**src/rtl/sir_rate_pkg.sv**
```systemverilog
package sir_rate_pkg;
  localparam int unsigned NUM_RATES = 13;
  localparam int unsigned CODE_W    = 4;
  localparam int unsigned DIV_W     = 8;
  localparam int unsigned BYTE_W    = 8;
  localparam logic [CODE_W-1:0] RST_CODE = CODE_W'(6);

  typedef struct packed {
    logic [CODE_W-1:0] rate;
    logic              short_pulse;
    logic [1:0]        user;
  } cfg_t;

  typedef enum logic [2:0] {
    RX_IDLE, RX_START, RX_DATA, RX_STOP, RX_BREAK
  } rx_state_e;

  // clocks per 16x tick at 3.6864 MHz
  function automatic logic [DIV_W-1:0] rate_div(input logic [CODE_W-1:0] code);
    case (code)
      4'd0:    rate_div = 8'd2;
      4'd1:    rate_div = 8'd4;
      4'd2:    rate_div = 8'd6;
      4'd3:    rate_div = 8'd12;
      4'd4:    rate_div = 8'd16;
      4'd5:    rate_div = 8'd18;
      4'd6:    rate_div = 8'd24;
      4'd7:    rate_div = 8'd32;
      4'd8:    rate_div = 8'd48;
      4'd9:    rate_div = 8'd64;
      4'd10:   rate_div = 8'd96;
      4'd11:   rate_div = 8'd128;
      4'd12:   rate_div = 8'd192;
      default: rate_div = 8'd24;
    endcase
  endfunction
endpackage

```
**src/rtl/sir_sync.sv**
```systemverilog
module sir_sync #(
  parameter int unsigned STAGES  = 2,
  parameter logic        RST_VAL = 1'b0
) (
  input  logic clk_i,
  input  logic rst_ni,
  input  logic d_i,
  output logic q_o
);
  logic [STAGES-1:0] sr_q;

  always_ff @(posedge clk_i or negedge rst_ni) begin
    if (!rst_ni) sr_q <= {STAGES{RST_VAL}};
    else         sr_q <= {sr_q[STAGES-2:0], d_i};
  end

  assign q_o = sr_q[STAGES-1];
endmodule

```
**src/rtl/sir_tick_gen.sv**
```systemverilog
module sir_tick_gen #(
  parameter int unsigned DIV_W = 8
) (
  input  logic             clk_i,
  input  logic             rst_ni,
  input  logic             restart_i,
  input  logic [DIV_W-1:0] div_i,
  output logic             tick_o
);
  logic [DIV_W-1:0] cnt_q;
  logic             wrap;

  // >= keeps the counter bounded if the divisor shrinks
  assign wrap = (cnt_q >= div_i - DIV_W'(1));

  always_ff @(posedge clk_i or negedge rst_ni) begin
    if (!rst_ni)        cnt_q <= '0;
    else if (restart_i) cnt_q <= '0;
    else if (wrap)      cnt_q <= '0;
    else                cnt_q <= cnt_q + DIV_W'(1);
  end

  assign tick_o = wrap & ~restart_i;
endmodule

```
**src/rtl/sir_ctrl_rx.sv**
```systemverilog
module sir_ctrl_rx
  import sir_rate_pkg::*;
#(
  parameter int unsigned OVS       = 16,
  parameter int unsigned DATA_BITS = 8
) (
  input  logic                 clk_i,
  input  logic                 rst_ni,
  input  logic                 en_i,
  input  logic                 tick_i,
  input  logic                 rxd_i,
  output logic                 busy_o,
  output logic                 valid_o,
  output logic [DATA_BITS-1:0] data_o
);
  localparam int unsigned CNT_W = $clog2(OVS);
  localparam int unsigned BIT_W = $clog2(DATA_BITS);
  localparam logic [CNT_W-1:0] MID  = CNT_W'(OVS/2 - 1);
  localparam logic [CNT_W-1:0] LAST = CNT_W'(OVS - 1);
  localparam logic [BIT_W-1:0] BLAST = BIT_W'(DATA_BITS - 1);

  rx_state_e            state_q;
  logic [CNT_W-1:0]     tcnt_q;
  logic [BIT_W-1:0]     bcnt_q;
  logic [DATA_BITS-1:0] sh_q;
  logic                 valid_q;

  always_ff @(posedge clk_i or negedge rst_ni) begin
    if (!rst_ni) begin
      state_q <= RX_IDLE;
      tcnt_q  <= '0;
      bcnt_q  <= '0;
      sh_q    <= '0;
      valid_q <= 1'b0;
    end else begin
      valid_q <= 1'b0;
      if (!en_i) begin
        state_q <= RX_IDLE;
      end else if (tick_i) begin
        unique case (state_q)
          RX_IDLE: if (!rxd_i) begin
            state_q <= RX_START;
            tcnt_q  <= CNT_W'(1);
          end
          RX_START: begin
            if (tcnt_q == MID) begin
              tcnt_q  <= '0;
              bcnt_q  <= '0;
              state_q <= rxd_i ? RX_IDLE : RX_DATA;
            end else tcnt_q <= tcnt_q + CNT_W'(1);
          end
          RX_DATA: begin
            if (tcnt_q == LAST) begin
              tcnt_q <= '0;
              sh_q   <= {rxd_i, sh_q[DATA_BITS-1:1]};
              bcnt_q <= bcnt_q + BIT_W'(1);
              if (bcnt_q == BLAST) state_q <= RX_STOP;
            end else tcnt_q <= tcnt_q + CNT_W'(1);
          end
          RX_STOP: begin
            if (tcnt_q == LAST) begin
              tcnt_q  <= '0;
              valid_q <= rxd_i;
              state_q <= rxd_i ? RX_IDLE : RX_BREAK;
            end else tcnt_q <= tcnt_q + CNT_W'(1);
          end
          RX_BREAK: if (rxd_i) state_q <= RX_IDLE;
          default: state_q <= RX_IDLE;
        endcase
      end
    end
  end

  assign busy_o  = (state_q != RX_IDLE);
  assign valid_o = valid_q;
  assign data_o  = sh_q;
endmodule

```
**src/rtl/sir_cfg_regs.sv**
```systemverilog
module sir_cfg_regs
  import sir_rate_pkg::*;
(
  input  logic              clk_i,
  input  logic              rst_ni,
  input  logic              prog_i,
  input  logic              wr_i,
  input  logic [BYTE_W-1:0] wr_data_i,
  output cfg_t              cfg_o,
  output logic              apply_o
);
  logic              prog_q;
  logic [BYTE_W-1:0] pend_q;
  logic              pend_vld_q;
  cfg_t              cfg_q;
  logic              apply_q;
  logic              rise, fall;

  assign rise = prog_i & ~prog_q;
  assign fall = ~prog_i & prog_q;

  always_ff @(posedge clk_i or negedge rst_ni) begin
    if (!rst_ni) begin
      prog_q           <= 1'b0;
      pend_q           <= '0;
      pend_vld_q       <= 1'b0;
      cfg_q.rate       <= RST_CODE;
      cfg_q.short_pulse <= 1'b1;
      cfg_q.user       <= 2'b00;
      apply_q          <= 1'b0;
    end else begin
      prog_q  <= prog_i;
      apply_q <= 1'b0;
      if (rise) pend_vld_q <= 1'b0;
      if (wr_i) begin
        pend_q     <= wr_data_i;
        pend_vld_q <= 1'b1;
      end
      if (fall && pend_vld_q) begin
        cfg_q.short_pulse <= pend_q[4];
        cfg_q.user        <= pend_q[6:5];
        if (pend_q[3:0] < CODE_W'(NUM_RATES)) cfg_q.rate <= pend_q[3:0];
        pend_vld_q <= 1'b0;
        apply_q    <= 1'b1;
      end
    end
  end

  assign cfg_o   = cfg_q;
  assign apply_o = apply_q;
endmodule

```
**src/rtl/sir_rate_cfg.sv**
```systemverilog
module sir_rate_cfg
  import sir_rate_pkg::*;
#(
  parameter int unsigned SYNC_STAGES = 2,
  parameter int unsigned OVS         = 16
) (
  input  logic       clk_i,
  input  logic       rst_ni,
  input  logic       prog_i,
  input  logic       ser_i,
  output logic       tick16_o,
  output logic       short_pulse_o,
  output logic [1:0] user_o,
  output logic       xcvr_pwr_o
);
  logic              prog_s, ser_s;
  logic              rx_busy, rx_valid;
  logic [BYTE_W-1:0] rx_data;
  cfg_t              cfg_q;
  logic              apply;

  sir_sync #(.STAGES(SYNC_STAGES), .RST_VAL(1'b0)) u_sync_prog (
    .clk_i(clk_i), .rst_ni(rst_ni), .d_i(prog_i), .q_o(prog_s));

  sir_sync #(.STAGES(SYNC_STAGES), .RST_VAL(1'b1)) u_sync_ser (
    .clk_i(clk_i), .rst_ni(rst_ni), .d_i(ser_i), .q_o(ser_s));

  sir_tick_gen #(.DIV_W(DIV_W)) u_tick (
    .clk_i(clk_i), .rst_ni(rst_ni), .restart_i(apply),
    .div_i(rate_div(cfg_q.rate)), .tick_o(tick16_o));

  sir_ctrl_rx #(.OVS(OVS), .DATA_BITS(BYTE_W)) u_rx (
    .clk_i(clk_i), .rst_ni(rst_ni), .en_i(prog_s), .tick_i(tick16_o),
    .rxd_i(ser_s), .busy_o(rx_busy), .valid_o(rx_valid), .data_o(rx_data));

  sir_cfg_regs u_cfg (
    .clk_i(clk_i), .rst_ni(rst_ni), .prog_i(prog_s), .wr_i(rx_valid),
    .wr_data_i(rx_data), .cfg_o(cfg_q), .apply_o(apply));

  assign short_pulse_o = cfg_q.short_pulse;
  assign user_o        = cfg_q.user;
  assign xcvr_pwr_o    = rst_ni;
endmodule

```
**config.mk**
```make
export PLATFORM = sky130hd
export DESIGN_NAME = sir_rate_cfg
export DESIGN_NICKNAME = d
export VERILOG_FILES = /design/src/rtl/sir_rate_pkg.sv /design/src/rtl/sir_sync.sv /design/src/rtl/sir_tick_gen.sv /design/src/rtl/sir_ctrl_rx.sv /design/src/rtl/sir_cfg_regs.sv /design/src/rtl/sir_rate_cfg.sv
export SDC_FILE = /design/constraint.sdc
export NUM_CORES = 1
export LEC_CHECK = 0
export BUFFER_PORTS_ARGS = -buffer_cell sky130_fd_sc_hd__buf_4
export CAP_MARGIN = 10
export CELL_PAD_IN_SITES_DETAIL_PLACEMENT = 1
export CELL_PAD_IN_SITES_GLOBAL_PLACEMENT = 1
export CORE_ASPECT_RATIO = 0.8
export CORE_UTILIZATION = 49
export DETAILED_ROUTE_END_ITERATION = 6
export MAX_ROUTING_LAYER = met4
export PLACE_DENSITY_LB_ADDON = 0.1
export SETUP_SLACK_MARGIN = 0.1
export SYNTH_ARGS = -nofsm -noshare
export SYNTH_HDL_FRONTEND = slang
export SYNTH_HIERARCHICAL = 1
export SYNTH_SLANG_ARGS = --single-unit
```
**constraint.sdc**
```tcl
create_clock -name clk_i -period 4.3 [get_ports clk_i]
set_input_delay 0 -clock clk_i [delete_from_list [all_inputs] [get_ports clk_i]]
set_output_delay 0 -clock clk_i [all_outputs]
set_load 0.05 [all_outputs]
```
* Word-level counts from Yosys, hierarchy flattened *
Memory sizes are Yosys's and may differ from the RTL's.
Index checks and enable logic that the tools add are counted.

word-level totals
  memory bits (read-only) = 112
  output and inout port bits = 5
  register bits after elaboration = 48
  memories kept = 1
  logic and storage cells = 84
  bits of input ports = 4

cells by class
  add/sub/neg operators = 4
  eq/ne operators = 17
  bitwise operators = 6
  $lt $le $gt $ge = 2
  reductions and logical operators = 11
  mux-type cells = 28

memories
  memory            words  width  read ports  clocked after Yosys merged registers in  write ports  RTL line            source
  (name not given)  16     7      1           0                                        0            sir_rate_pkg.sv:20  case (code)

operators by type and width
  operator             number
  $mux 3               11
  $mux 8               2
  $pmux 3 s5           1
  $mux 4               3
  $ne 3x2->1 const B   4
  $pmux 4 s3           1
  $add 8x1->8 const B  1
  $ge 8x8->1           1
  $mux 1               8
  $reduce_and 4->1     2
  $sub 8x1->8 const B  1
  $reduce_and 7->1     1
  $eq 3x2->1 const B   2
  $eq 3x3->1 const B   2
  $ne 3x3->1 const B   2
  $pmux 3 s2           1
  $reduce_bool 3->1    2
  $reduce_and 5->1     1
  $add 4x1->4 const B  1
  $eq 4x3->1 const B   1
  $eq 4x4->1 const B   1
  $lt 4x4->1 const B   1
  $ne 2x1->1 const B   2
  $ne 2x2->1 const B   2
  other kinds (10)     14

* Longest topological paths before layout *
Gate-level depths: netlist of run 1.

  depth in word-level cells = 6
  depth in mapped cells = 16
  depth with buffers taken out = 16

* Modules after synthesis *
Netlist of run 1, hierarchy kept.

modules (own cells, without submodules)
  module                   times used  area an instance (um^2)  seq. area each (um^2)  cells an instance
  sir_ctrl_rx              1           994.7                    475.5                  90
  sir_cfg_regs             1           671.9                    429.2                  55
  sir_tick_gen             1           669.4                    200.2                  69
  sir_rate_cfg             1           217.7                    0.0                    32
  sir_sync at u_sync_ser   1           52.6                     52.6                   2
  sir_sync at u_sync_prog  1           50.0                     50.0                   2

* Worst setup path before layout of run 1 *
No wires, ideal clock.

  kind = register -> register
  start = register u_cfg/cfg_o[4] (netlist name)
  end = register u_rx.sh_q[0] (netlist: u_rx/data_o[0])
  cell stages (with the launch flop) = 16
  library setup time = 0.125 ns
  path slack = -0.304 ns
  required time = 4.175 ns
  data arrival time = 4.480 ns
  period minus slack after synthesis = 4.604 ns
  buffers on the path = 0
  path through = dfstp_2 > inv_1 > ha_1 > nor2b_1 > o21ai_1 > o21ai_1 > nor4_1 > nand2_1 > xor2_1 > ha_1 > nand4_1 > or3_1 > a21oi_1 > nand2_1 > nor3_4 > mux2_2

between the ends
  cells in the longest elaborated chain, start to end = 5

RTL lines
  what                        RTL line            source
  $mem_v2 16x7                n/a
  $sub 8x1->8                 sir_tick_gen.sv:14  assign wrap = (cnt_q >= div_i - DIV_W'(1));
  $ge 8x8->1                  sir_tick_gen.sv:14
  $and 1x1->1                 sir_tick_gen.sv:23  assign tick_o = wrap & ~restart_i;
  via tick16_o                sir_rate_cfg.sv:11  output logic tick16_o,
  $reduce_and 4->1 (no line)  n/a
  to (signal assigned)        sir_ctrl_rx.sv:55   sh_q <= {rxd_i, sh_q[DATA_BITS-1:1]};
  to (decl)                   sir_ctrl_rx.sv:25   logic [DATA_BITS-1:0] sh_q;

The timed path passes the listed nets, and every way through them passes these cells.
A chain may end at the register's enable or synchronous reset.

* Final worst setup path of run 1 *
  start = register u_cfg/cfg_o[4] (netlist name)
  end = register u_rx.sh_q[0] (netlist: u_rx/data_o[0])

between the ends
  cells in the longest elaborated chain, start to end = 5

RTL lines
  what                        RTL line
  $mem_v2 16x7                n/a
  $sub 8x1->8                 sir_tick_gen.sv:14
  $ge 8x8->1                  sir_tick_gen.sv:14
  $and 1x1->1                 sir_tick_gen.sv:23
  $reduce_and 4->1 (no line)  n/a

Every way passes these cells.

==> metrics.csv, run 1 <==
stage,metric,value,unit
drt,vias after detailed routing,1788,
critical_path,critical path arrival,4080,ps
pwr,Leak,0.001351,uW
grt,GRT Resource Usage Total,21.32,%
status,run status,finished with violations,
drt,vias per cell,5.451,
die,Die Y,67.78,um
timing,Final min period,3894,ps
pwr,Peak VDD IR,0.0001822,V
clock_network,Clock Sinks,48,
die,Starting Density,52.03,%
clock_network,H-tree depth,2,
critical_path,Required @ worst endpoint,4490,ps
grt,GRT Residual Overflow,0,
clock_network,clock slew at reported path FFs,90,ps
place,pre-CTS setup slack,190.4,ps
critical_path,crit end category,register,
die,die area,0.005708,sq mm
clock_network,total CTS buffers,5,
critical_path,CP cell instances,inv_1 > ha_1 > nor2b_1 > o21ai_1 > o21ai_1 > nor4_1 > nand2_1 > xor2_1 > ha_1 > nand4_1 > or3_1 > a21oi_4 > nand2_2 > nor3_4 > buf_4 > mux2_2,
timing,clk_skew,5.952,ps
logic_synthesis,"Cell Area, Synth",0.002650,sq mm
clock_network,CTS tree,done,
grt,initial antenna violation count,0,
die,Core Region,0.005094,sq mm
clock_network,clk buf depth,2,
layout,share of cells above drive strength 1,18.42,%
logic_synthesis,Post-Syn Area per Cell,10.64,sq um
timing,RSZ-0062 raised after global routing,false,
critical_path,"CP delay by family, top",simple AND/OR/NAND/NOR gates,
layout,ant diodes,0,
die,die width,84.22,um
drt,ANT nets after route,0,
timing,"Slew Viols, Final",0,
critical_path,largest stage delay on the critical path,570,ps
status,violated checks,DRC,
logic_synthesis,Yosys warnings,6,
drt,wire per inst,15.55,um
die,site row count,23,
grt,first-pass GRT wire length,9004,um
drt,Routed WL,5101,um
critical_path,startpoint types,register,
timing,Rel. slew slack,59.69,%
timing,final worst slack,406.3,ps
layout,fillers,571,
clock_network,root buf cell,clkbuf_8,
logic_synthesis,Post-Synthesis Cells,249,
min_path,hold crit path type,input pin to async pin,
timing,setup violators final,0,
critical_path,Worst path slowest cell,dfstp_2,
place,routability cong.,0.7579,
place,I/O Buffers,8,
timing,Peak Freq,0.2568,GHz
grt,largest net degree at the start of global routing,50,
critical_path,Buf/Inv on CP,2,
grt,vias in the first global route,1851,
job,max-cap violation count,0,
pwr,pwr dens,428.7,mW/mm^2
layout,final net count,288,
critical_path,Crit Path Category,register to register,
timing,setup TNS,0,ps
timing,actual slew at the worst max-slew pin,604.7,ps
timing,Final Hold Fails,0,
clock_network,worst-skew pair later-pin latency,300,ps
critical_path,worst-path fanout max,6,
timing,Tcrit/Tclk final,90.55,%
place,dpl hpwl,3652,um
layout,synthesis-to-finish area growth,10.34,%
pwr,Total Power,1254,uW
timing,Hold WS,246.3,ps
drt,Pre-antenna DRT Iters,6,
die,IO Pins,9,
drt,initial DRC count,82,
critical_path,R2R setup slack,410,ps
drt,drt drc,2,
## sequential cells by signal, indices dropped and copies added (netlist names)
name and cells:
u_rx/state_q 3, u_rx/bcnt_q 3, u_tick/cnt_q 8, u_cfg/cfg_o 7
u_rx/tcnt_q 4, u_cfg/apply_o 1, u_cfg/pend_vld_q 1, u_cfg/pend_q 7
u_sync_prog/sr_q 2, u_sync_ser/sr_q 2, u_rx/valid_o 1, u_rx/data_o 8
u_cfg/prog_q 1
## worst register-to-register path: cells and delay by family, from the launching register on
family / cells / cell delay, ps
XOR/XNOR: 1 / 170
flip-flops: 1 / 570
AO/OA/AOI/OAI: 3 / 410
multiplexers: 1 / 340
buffers and inverters: 2 / 250
AND/OR/NAND/NOR: 7 / 1500
adder cells (fa/ha/maj): 2 / 540
## where the power goes
part	total [uW]	switching (uW)	internal [uW]
sequential	547	57.6	489
combinational	384	225	159
clock	323	151	172
total	1250	433	820
## per-layer routing
| layer | part of all wire, % | GRT usage (%) | up-vias | wire, um |
|---|---|---|---|---|
| li1 | - | - | 888 | - |
| met3 | 2.1 | 3.790 | 5 | 105 |
| met2 | 44 | 33.50 | 14 | 2244 |
| met5 | 0 | - | - | 0 |
| met1 | 53 | 28.38 | 881 | 2707 |
| met4 | 0.84 | 6.897 | 0 | 43 |
## per-stage QoR
stage / instances / util [%] / instance area (sq um)
detailed placement: 315 / 54.14 / 2758
global placement: 315 / 54.14 / 2758
finish: 328 / 57.41 / 2924
CTS: 326 / 56.91 / 2899
global route: 328 / 57.41 / 2924
floorplan: 252 / - / 2673
## cell usage in the layout, fill, tap and decap left out, types with 3 or more instances in the layout
cell / count
ha_1: 19
xnor2_1: 5
inv_1: 14
nand3_1: 6
dfrtp_1: 43
o21ai_0: 7
buf_4: 12
xor2_1: 8
conb_1: 4
nand2_1: 25
a21oi_1: 9
nor2_1: 19
mux2i_1: 6
o21ai_1: 3
clkbuf_8: 5
o2bb2ai_1: 3
nor3_1: 4
nand3b_1: 3
dfstp_2: 5
a22oi_1: 3
dlygate4sd3_1: 3
o21a_1: 3
nor2b_1: 3
nand2b_1: 4
mux2_2: 13
## final timing paths
path | from | to | depth (start not counted)
max in group asynchronous | rst_ni | u_cfg/apply_o | 2
hold / removal | rst_ni | u_rx/tcnt_q[1] | 2
hold reg to reg | u_sync_prog/sr_q[0] | u_sync_prog/sr_q[1] | 0
setup / recovery | u_cfg/cfg_o[4] | u_rx/data_o[0] | 16
setup reg to reg | u_cfg/cfg_o[4] | u_rx/data_o[0] | 16
min in group clk_i | prog_i | u_sync_prog/sr_q[0] | 2
## repair_timing
item	in CTS	in global routing
resized for setup	0	2
endpoints found under the setup margin	0	12
buffers inserted	0	2
endpoints found under the hold margin	45	0
hold buffers	3	0
## layout make-up
cell class | instances | area, sq um | share of cell area, %
Multi-Input combinational cell | 180 | 1351 | 46.21
Tap cell | 62 | 77.57 | 2.653
Timing Repair Buffer | 15 | 120.1 | 4.108
Inverter | 15 | 56.30 | 1.926
Clock buffer | 5 | 68.82 | 2.353
Sequential cell | 48 | 1207 | 41.29
Clock inverter | 3 | 42.54 | 1.455
Note: power is estimated with default switching activity, not from simulation.
==> inputs of run 2 (changes only) <==
--- a/config.mk
+++ b/config.mk
@@ -10,7 +10,7 @@
 export CELL_PAD_IN_SITES_DETAIL_PLACEMENT = 1
 export CELL_PAD_IN_SITES_GLOBAL_PLACEMENT = 1
 export CORE_ASPECT_RATIO = 0.8
-export CORE_UTILIZATION = 49
+export CORE_UTILIZATION = 53
 export DETAILED_ROUTE_END_ITERATION = 6
 export MAX_ROUTING_LAYER = met4
 export PLACE_DENSITY_LB_ADDON = 0.1
==> constraint.sdc (replaced) <==
create_clock -name clk_i -period 4.6 [get_ports clk_i]
set_input_delay 0 -clock clk_i [delete_from_list [all_inputs] [get_ports clk_i]]
set_output_delay 0 -clock clk_i [all_outputs]
set_load 0.05 [all_outputs]
==> metrics.csv, run 2 (same netlist as run 1, synthesis figures left out) <==
stage,metric,value,unit,change
clock_network,Clock Sinks,48,,unchanged
place,dpl hpwl,3674,um,+0.60%
place,I/O Buffers,8,,unchanged
clock_network,Post-CTS Setup Inserts,0,,unchanged
timing,clk_skew,7.943,ps,+1.991 ps
clock_network,CTS tree,done,,
grt,vias in the first global route,1888,,+2.0%
critical_path,Required @ worst endpoint,4790,ps,+300 ps
critical_path,crit end category,register,,
layout,storage element area,0.001207,sq mm,unchanged
critical_path,startpoint types,register,,
grt,largest net degree at the start of global routing,50,,unchanged
layout,fillers,506,,-11%
drt,Pre-antenna DRT Iters,4,,-2
timing,setup violators final,0,,unchanged
grt,GRT Resource Usage Total,23.58,%,+2.3 points
die,die area,0.005288,sq mm,-7.4%
drt,vias per cell,5.680,,+4.2%
timing,Tcrit/Tclk final,91.82,%,+1.3 points
die,die width,81.06,um,-3.8%
die,Starting Density,56.30,%,+4.3 points
die,site row count,22,,-4.3%
drt,drt drc,0,,-2
die,IO Pins,9,,unchanged
timing,RSZ-0062 raised after global routing,false,,
layout,synthesis-to-finish area growth,8.735,%,
die,Core Region,0.004707,sq mm,-7.6%
pwr,Peak VDD IR,0.0002260,V,+24%
layout,share of cells above drive strength 1,16.79,%,-1.6 points
timing,Final Hold Fails,0,,unchanged
drt,Routed WL,5245,um,+2.8%
drt,wire per inst,16.29,um,+4.7%
grt,first-pass GRT wire length,8983,um,-0.23%
clock_network,clk buf depth,2,,unchanged
status,run status,"finished, final reports clean",,
critical_path,critical path arrival,4410,ps,+330 ps
timing,Peak Freq,0.2368,GHz,-7.8%
layout,multi-input logic area,0.001341,sq mm,-0.74%
timing,Rel. slew slack,59.70,%,about the same
critical_path,path depth of the worst reg2reg path,15,,-1
grt,GRT Residual Overflow,0,,unchanged
drt,ANT nets after route,0,,unchanged
critical_path,Crit Path Category,register to register,,
job,max-cap violation count,0,,unchanged
drt,initial DRC count,96,,+17%
timing,"Slew Viols, Final",0,,unchanged
drt,vias after detailed routing,1829,,+2.3%
die,Die Y,65.25,um,-3.7%
clock_network,H-tree depth,2,,unchanged
critical_path,worst-path fanout max,8,,+2
clock_network,total CTS buffers,5,,unchanged
clock_network,clock slew at reported path FFs,90,ps,about the same
timing,Final min period,4224,ps,+329.9 ps
layout,most frequent cells in the layout,"dfrtp_1, nand2_1, nor2_1, ha_1, inv_1",,
layout,"commonest non-fill, non-tap cell in the layout",dfrtp_1,,
pwr,Leak,0.001326,uW,-1.8%
layout,final net count,284,,-1.4%
place,routability cong.,0.7293,,-3.8%
timing,actual slew at the worst max-slew pin,604.5,ps,-0.2192 ps
layout,ant diodes,0,,unchanged
timing,setup TNS,0,ps,unchanged
pwr,pwr dens,404.4,mW/mm^2,-5.7%
grt,initial antenna violation count,0,,unchanged
timing,Hold WS,242.2,ps,-4.055 ps
clock_network,root buf cell,clkbuf_8,,
clock_network,worst-skew pair later-pin latency,300,ps,about the same
min_path,hold crit path type,input pin to async pin,,
-- run 2: cell count changes in the layout (fill, tap and decap cells not counted) --
cell     previous run  this run
a21oi_2             2         3
a21oi_4             1         0
buf_4              12         8
nand2_1            25        26
nand2_2             1         0
-- run 2: worst max-delay path, cell delays in order, from the launching register on --
cell     delay, ps
dfstp_2        570
inv_1           80
ha_1           210
nor2b_1        130
o21ai_1        130
o21ai_1        130
nor4_1         360
nand2_1        110
xor2_1         160
ha_1           330
nand4_1        180
or3_1          400
a21oi_2        200
nand2_1        260
nor3_4         470
mux2_2         390
-- run 2: metrics by stage --
step	worst slack, ps	total power [uW]	utilization [%]	cells	instance area (sq um)
global placement	646.1	843.7	58.05	311	2733
floorplan	354.5	769.8	-	252	2665
global route	109.0	1240	61.22	322	2882
detailed placement	442.7	855.6	58.05	311	2733
finish	376.4	1165	61.22	322	2882
CTS	360.5	1171	61.06	322	2874
-- run 2: final cells by class --
class,count,share of cell area (%)
Inverter,15,1.954
Multi-Input combinational cell,180,46.55
Clock inverter,3,1.476
Clock buffer,5,2.388
Timing Repair Buffer,11,3.126
Tap cell,60,2.605
Sequential cell,48,41.90
-- run 2: final timing paths --
check / endpoint / startpoint / slack, ps
min reg2reg: u_sync_ser/sr_q[1] / u_sync_ser/sr_q[0] / 360
min: u_rx/bcnt_q[2] / rst_ni / 240
max: u_rx/data_o[2] / u_cfg/cfg_o[4] / 380
max reg2reg: u_rx/data_o[2] / u_cfg/cfg_o[4] / 380
min in group clk_i: u_sync_prog/sr_q[0] / prog_i / 340
max in group asynchronous: u_cfg/pend_vld_q / rst_ni / 3930
-- run 2: routing by layer --
metal	GRT usage (%)	share of wire [%]
met1	31.18	49
met2	36.24	47
met3	4.306	2.7
met4	8.705	1.5
met5	-	0
-- run 2: where the power goes --
group	switching [uW]	leakage [uW]	total, uW	internal [uW]
sequential	53.5	0.000636	511	458
combinational	209	0.000636	349	140
clock	144	0.0000541	305	161
total	407	0.00133	1170	759
-- run 2: repair_timing --
item	CTS	global route
setup endpoints to repair	0	1
endpoints found under the hold margin	45	0
hold buffers	3	0
resized for setup	0	1
==> inputs of run 3 (changes only) <==
--- a/config.mk
+++ b/config.mk
@@ -10,7 +10,7 @@
 export CELL_PAD_IN_SITES_DETAIL_PLACEMENT = 1
 export CELL_PAD_IN_SITES_GLOBAL_PLACEMENT = 1
 export CORE_ASPECT_RATIO = 0.8
-export CORE_UTILIZATION = 53
+export CORE_UTILIZATION = 49
 export DETAILED_ROUTE_END_ITERATION = 6
 export MAX_ROUTING_LAYER = met4
 export PLACE_DENSITY_LB_ADDON = 0.1
==> constraint.sdc (replaced) <==
create_clock -name clk_i -period 3.9 [get_ports clk_i]
set_input_delay 0 -clock clk_i [delete_from_list [all_inputs] [get_ports clk_i]]
set_output_delay 0 -clock clk_i [all_outputs]
set_load 0.05 [all_outputs]
==> metrics.csv, run 3 (same netlist as run 1, synthesis figures left out) <==
stage,metric,value,unit,change
timing,clk_skew,7.125,ps,-0.8178 ps
critical_path,Required @ worst endpoint,4090,ps,-700 ps
timing,Tcrit/Tclk final,91.65,%,-0.16 points
die,site row count,23,,+4.5%
grt,initial antenna violation count,0,,unchanged
grt,met3 usage,4.034,%,-0.27 points
layout,"Cell Count, Final, Fillers Out",330,,+2.5%
clock_network,total CTS buffers,5,,unchanged
die,Starting Density,52.03,%,-4.3 points
layout,most frequent cells in the layout,"dfrtp_1, nand2_1, nor2_1",,
clock_network,clk buf depth,2,,unchanged
timing,Rel. slew slack,58.96,%,-0.74 points
layout,ant diodes,0,,unchanged
clock_network,CTS tree,done,,
drt,Pre-antenna DRT Iters,6,,+2
drt,vias per cell,5.542,,-2.4%
critical_path,Crit Path Category,register to register,,
timing,Final min period,3575,ps,-649.1 ps
die,die width,84.22,um,+3.9%
grt,first-pass GRT wire length,9149,um,+1.8%
status,violated checks,DRC,,
grt,largest net degree at the start of global routing,50,,unchanged
min_path,hold crit path type,input pin to async pin,,
timing,RSZ-0062 raised after global routing,false,,
pwr,pwr dens,467.5,mW/mm^2,+16%
grt,vias in the first global route,1888,,unchanged
timing,Peak Freq,0.2798,GHz,+18%
pwr,sw frac,34.63,%,-0.27 points
grt,met1 GRT Util,28.67,%,-2.5 points
layout,share of cells above drive strength 1,22.01,%,+5.2 points
status,run status,finished with violations,,
timing,Final Hold Fails,0,,unchanged
die,IO Pins,9,,unchanged
timing,"Slew Viols, Final",0,,unchanged
place,I/O Buffers,8,,unchanged
critical_path,crit end category,register,,
pwr,Comb power frac,31.3,%,+1.3 points
layout,"commonest non-fill, non-tap cell in the layout",dfrtp_1,,
pwr,P_int,916.9,uW,+21%
grt,"Most Used Layer, Global Route",met2,,
clock_network,root buf cell,clkbuf_8,,
grt,GRT Resource Usage Total,21.40,%,-2.2 points
drt,ANT nets after route,0,,unchanged
timing,setup TNS,0,ps,unchanged
place,dpl hpwl,3731,um,+1.5%
timing,actual slew at the worst max-slew pin,615.5,ps,+11.04 ps
die,die area,0.005708,sq mm,+7.9%
critical_path,FF-to-FF Start,u_cfg/cfg_o[4],,
clock_network,clock slew at reported path FFs,90,ps,about the same
drt,drt drc,2,,+2
pwr,Flop pwr share,42.8,%,-1.1 points
clock_network,worst-skew pair later-pin latency,300,ps,about the same
die,Die Y,67.78,um,+3.9%
pwr,net switching power,485.6,uW,+19%
critical_path,worst-path fanout max,8,,unchanged
drt,vias after detailed routing,1829,,unchanged
pwr,Leak,0.001377,uW,+3.8%
clock_network,Clock Sinks,48,,unchanged
pwr,Peak VDD IR,0.0001771,V,-22%
critical_path,Worst setup startpoint,u_cfg/cfg_o[4],,
job,max-cap violation count,0,,unchanged
grt,GRT Residual Overflow,0,,unchanged
critical_path,critical path arrival,3760,ps,-650 ps
place,routability cong.,0.7298,,about the same
critical_path,startpoint types,register,,
pwr,Clock Power Share,25.9,%,-0.3 points
grt,met2 Usage GRT,34.94,%,-1.3 points
drt,wire per inst,15.95,um,-2.1%
layout,synthesis-to-finish area growth,13.22,%,
place,Placed Cells,316,,+1.6%
drt,initial DRC count,73,,-24%
die,Core Region,0.005094,sq mm,+8.2%
layout,final net count,290,,+2.1%
clock_network,H-tree depth,2,,unchanged
drt,Routed WL,5264,um,+0.36%
timing,setup violators final,0,,unchanged
run 3: cell types whose count changed in the layout (fill, tap and decap cells not counted), sizes merged:
cell and change:
buf +6
run 3: worst paths after layout:
| kind | end | slack, ps | cells after the start |
|---|---|---|---|
| worst max-delay path | u_rx/data_o[4] | 330 | 16 |
| worst min-delay path | u_rx/tcnt_q[1] | 250 | 2 |
| worst max register to register | u_rx/data_o[4] | 330 | 16 |
| worst min register to register | u_sync_ser/sr_q[1] | 360 | 0 |
| max in group asynchronous | u_cfg/cfg_o[3] | 3190 | 2 |
| min in group clk_i | u_sync_prog/sr_q[0] | 350 | 2 |
run 3: cell type report:
| class | instances | area (sq um) |
|---|---|---|
| Fill cell | 553 | 2093 |
| Multi-Input combinational cell | 180 | 1399 |
| Sequential cell | 48 | 1209 |
| Timing Repair Buffer | 17 | 147.6 |
| Tap cell | 62 | 77.57 |
| Clock buffer | 5 | 68.82 |
| Inverter | 15 | 56.30 |
| Clock inverter | 3 | 42.54 |
run 3: repair_timing:
item,in CTS,in global routing
hold buffers,3,0
resized for setup,0,5
setup endpoints to repair,7,15
pin swaps,1,4
setup buffers,1,2
endpoints found under the hold margin,45,0
run 3: critical path: stages, from the launching register on:
cell and delay (ps):
dfstp_2 580, inv_2 70, ha_4 160, nor2b_1 120, o21ai_1 160, o21ai_2 110, nor4_2 210, nand2_1 100
xor2_1 160, ha_1 320, nand4_1 120, or3_4 400, a21oi_4 170, nand2_4 110, nor3_4 180, buf_12 150
mux2_2 340
run 3: power groups by stage:
stage	clock, uW	combinational (uW)	sequential, uW
5_1_grt	394	482	611
3_3_place_gp	0	434	607
4_1_cts	376	447	600
2_1_floorplan	0	363	583
6_report	363	439	600
3_5_place_dp	0	443	610
run 3: through the flow:
step	hold WS, ps	instance area, sq um	util, %	setup slack (ps)	power, uW
5_1_grt	318.5	3000	58.90	77.51	1487
4_1_cts	266.5	2963	58.17	107.0	1423
6_report	253.5	3000	58.90	325.5	1403
2_1_floorplan	-295.6	2709	-	63.07	945.5
3_3_place_gp	47.13	2801	55.00	191.0	1041
3_5_place_dp	57.09	2801	55.00	80.24	1054
run 3: layer usage:
| layer | vias to the layer above | share of wire [%] | routed length, um |
|---|---|---|---|
| li1 | 891 | - | - |
| met1 | 923 | 50 | 2640 |
| met2 | 11 | 48 | 2503 |
| met3 | 4 | 1.8 | 96 |
| met4 | 0 | 0.42 | 22 |
| met5 | - | 0 | 0 |
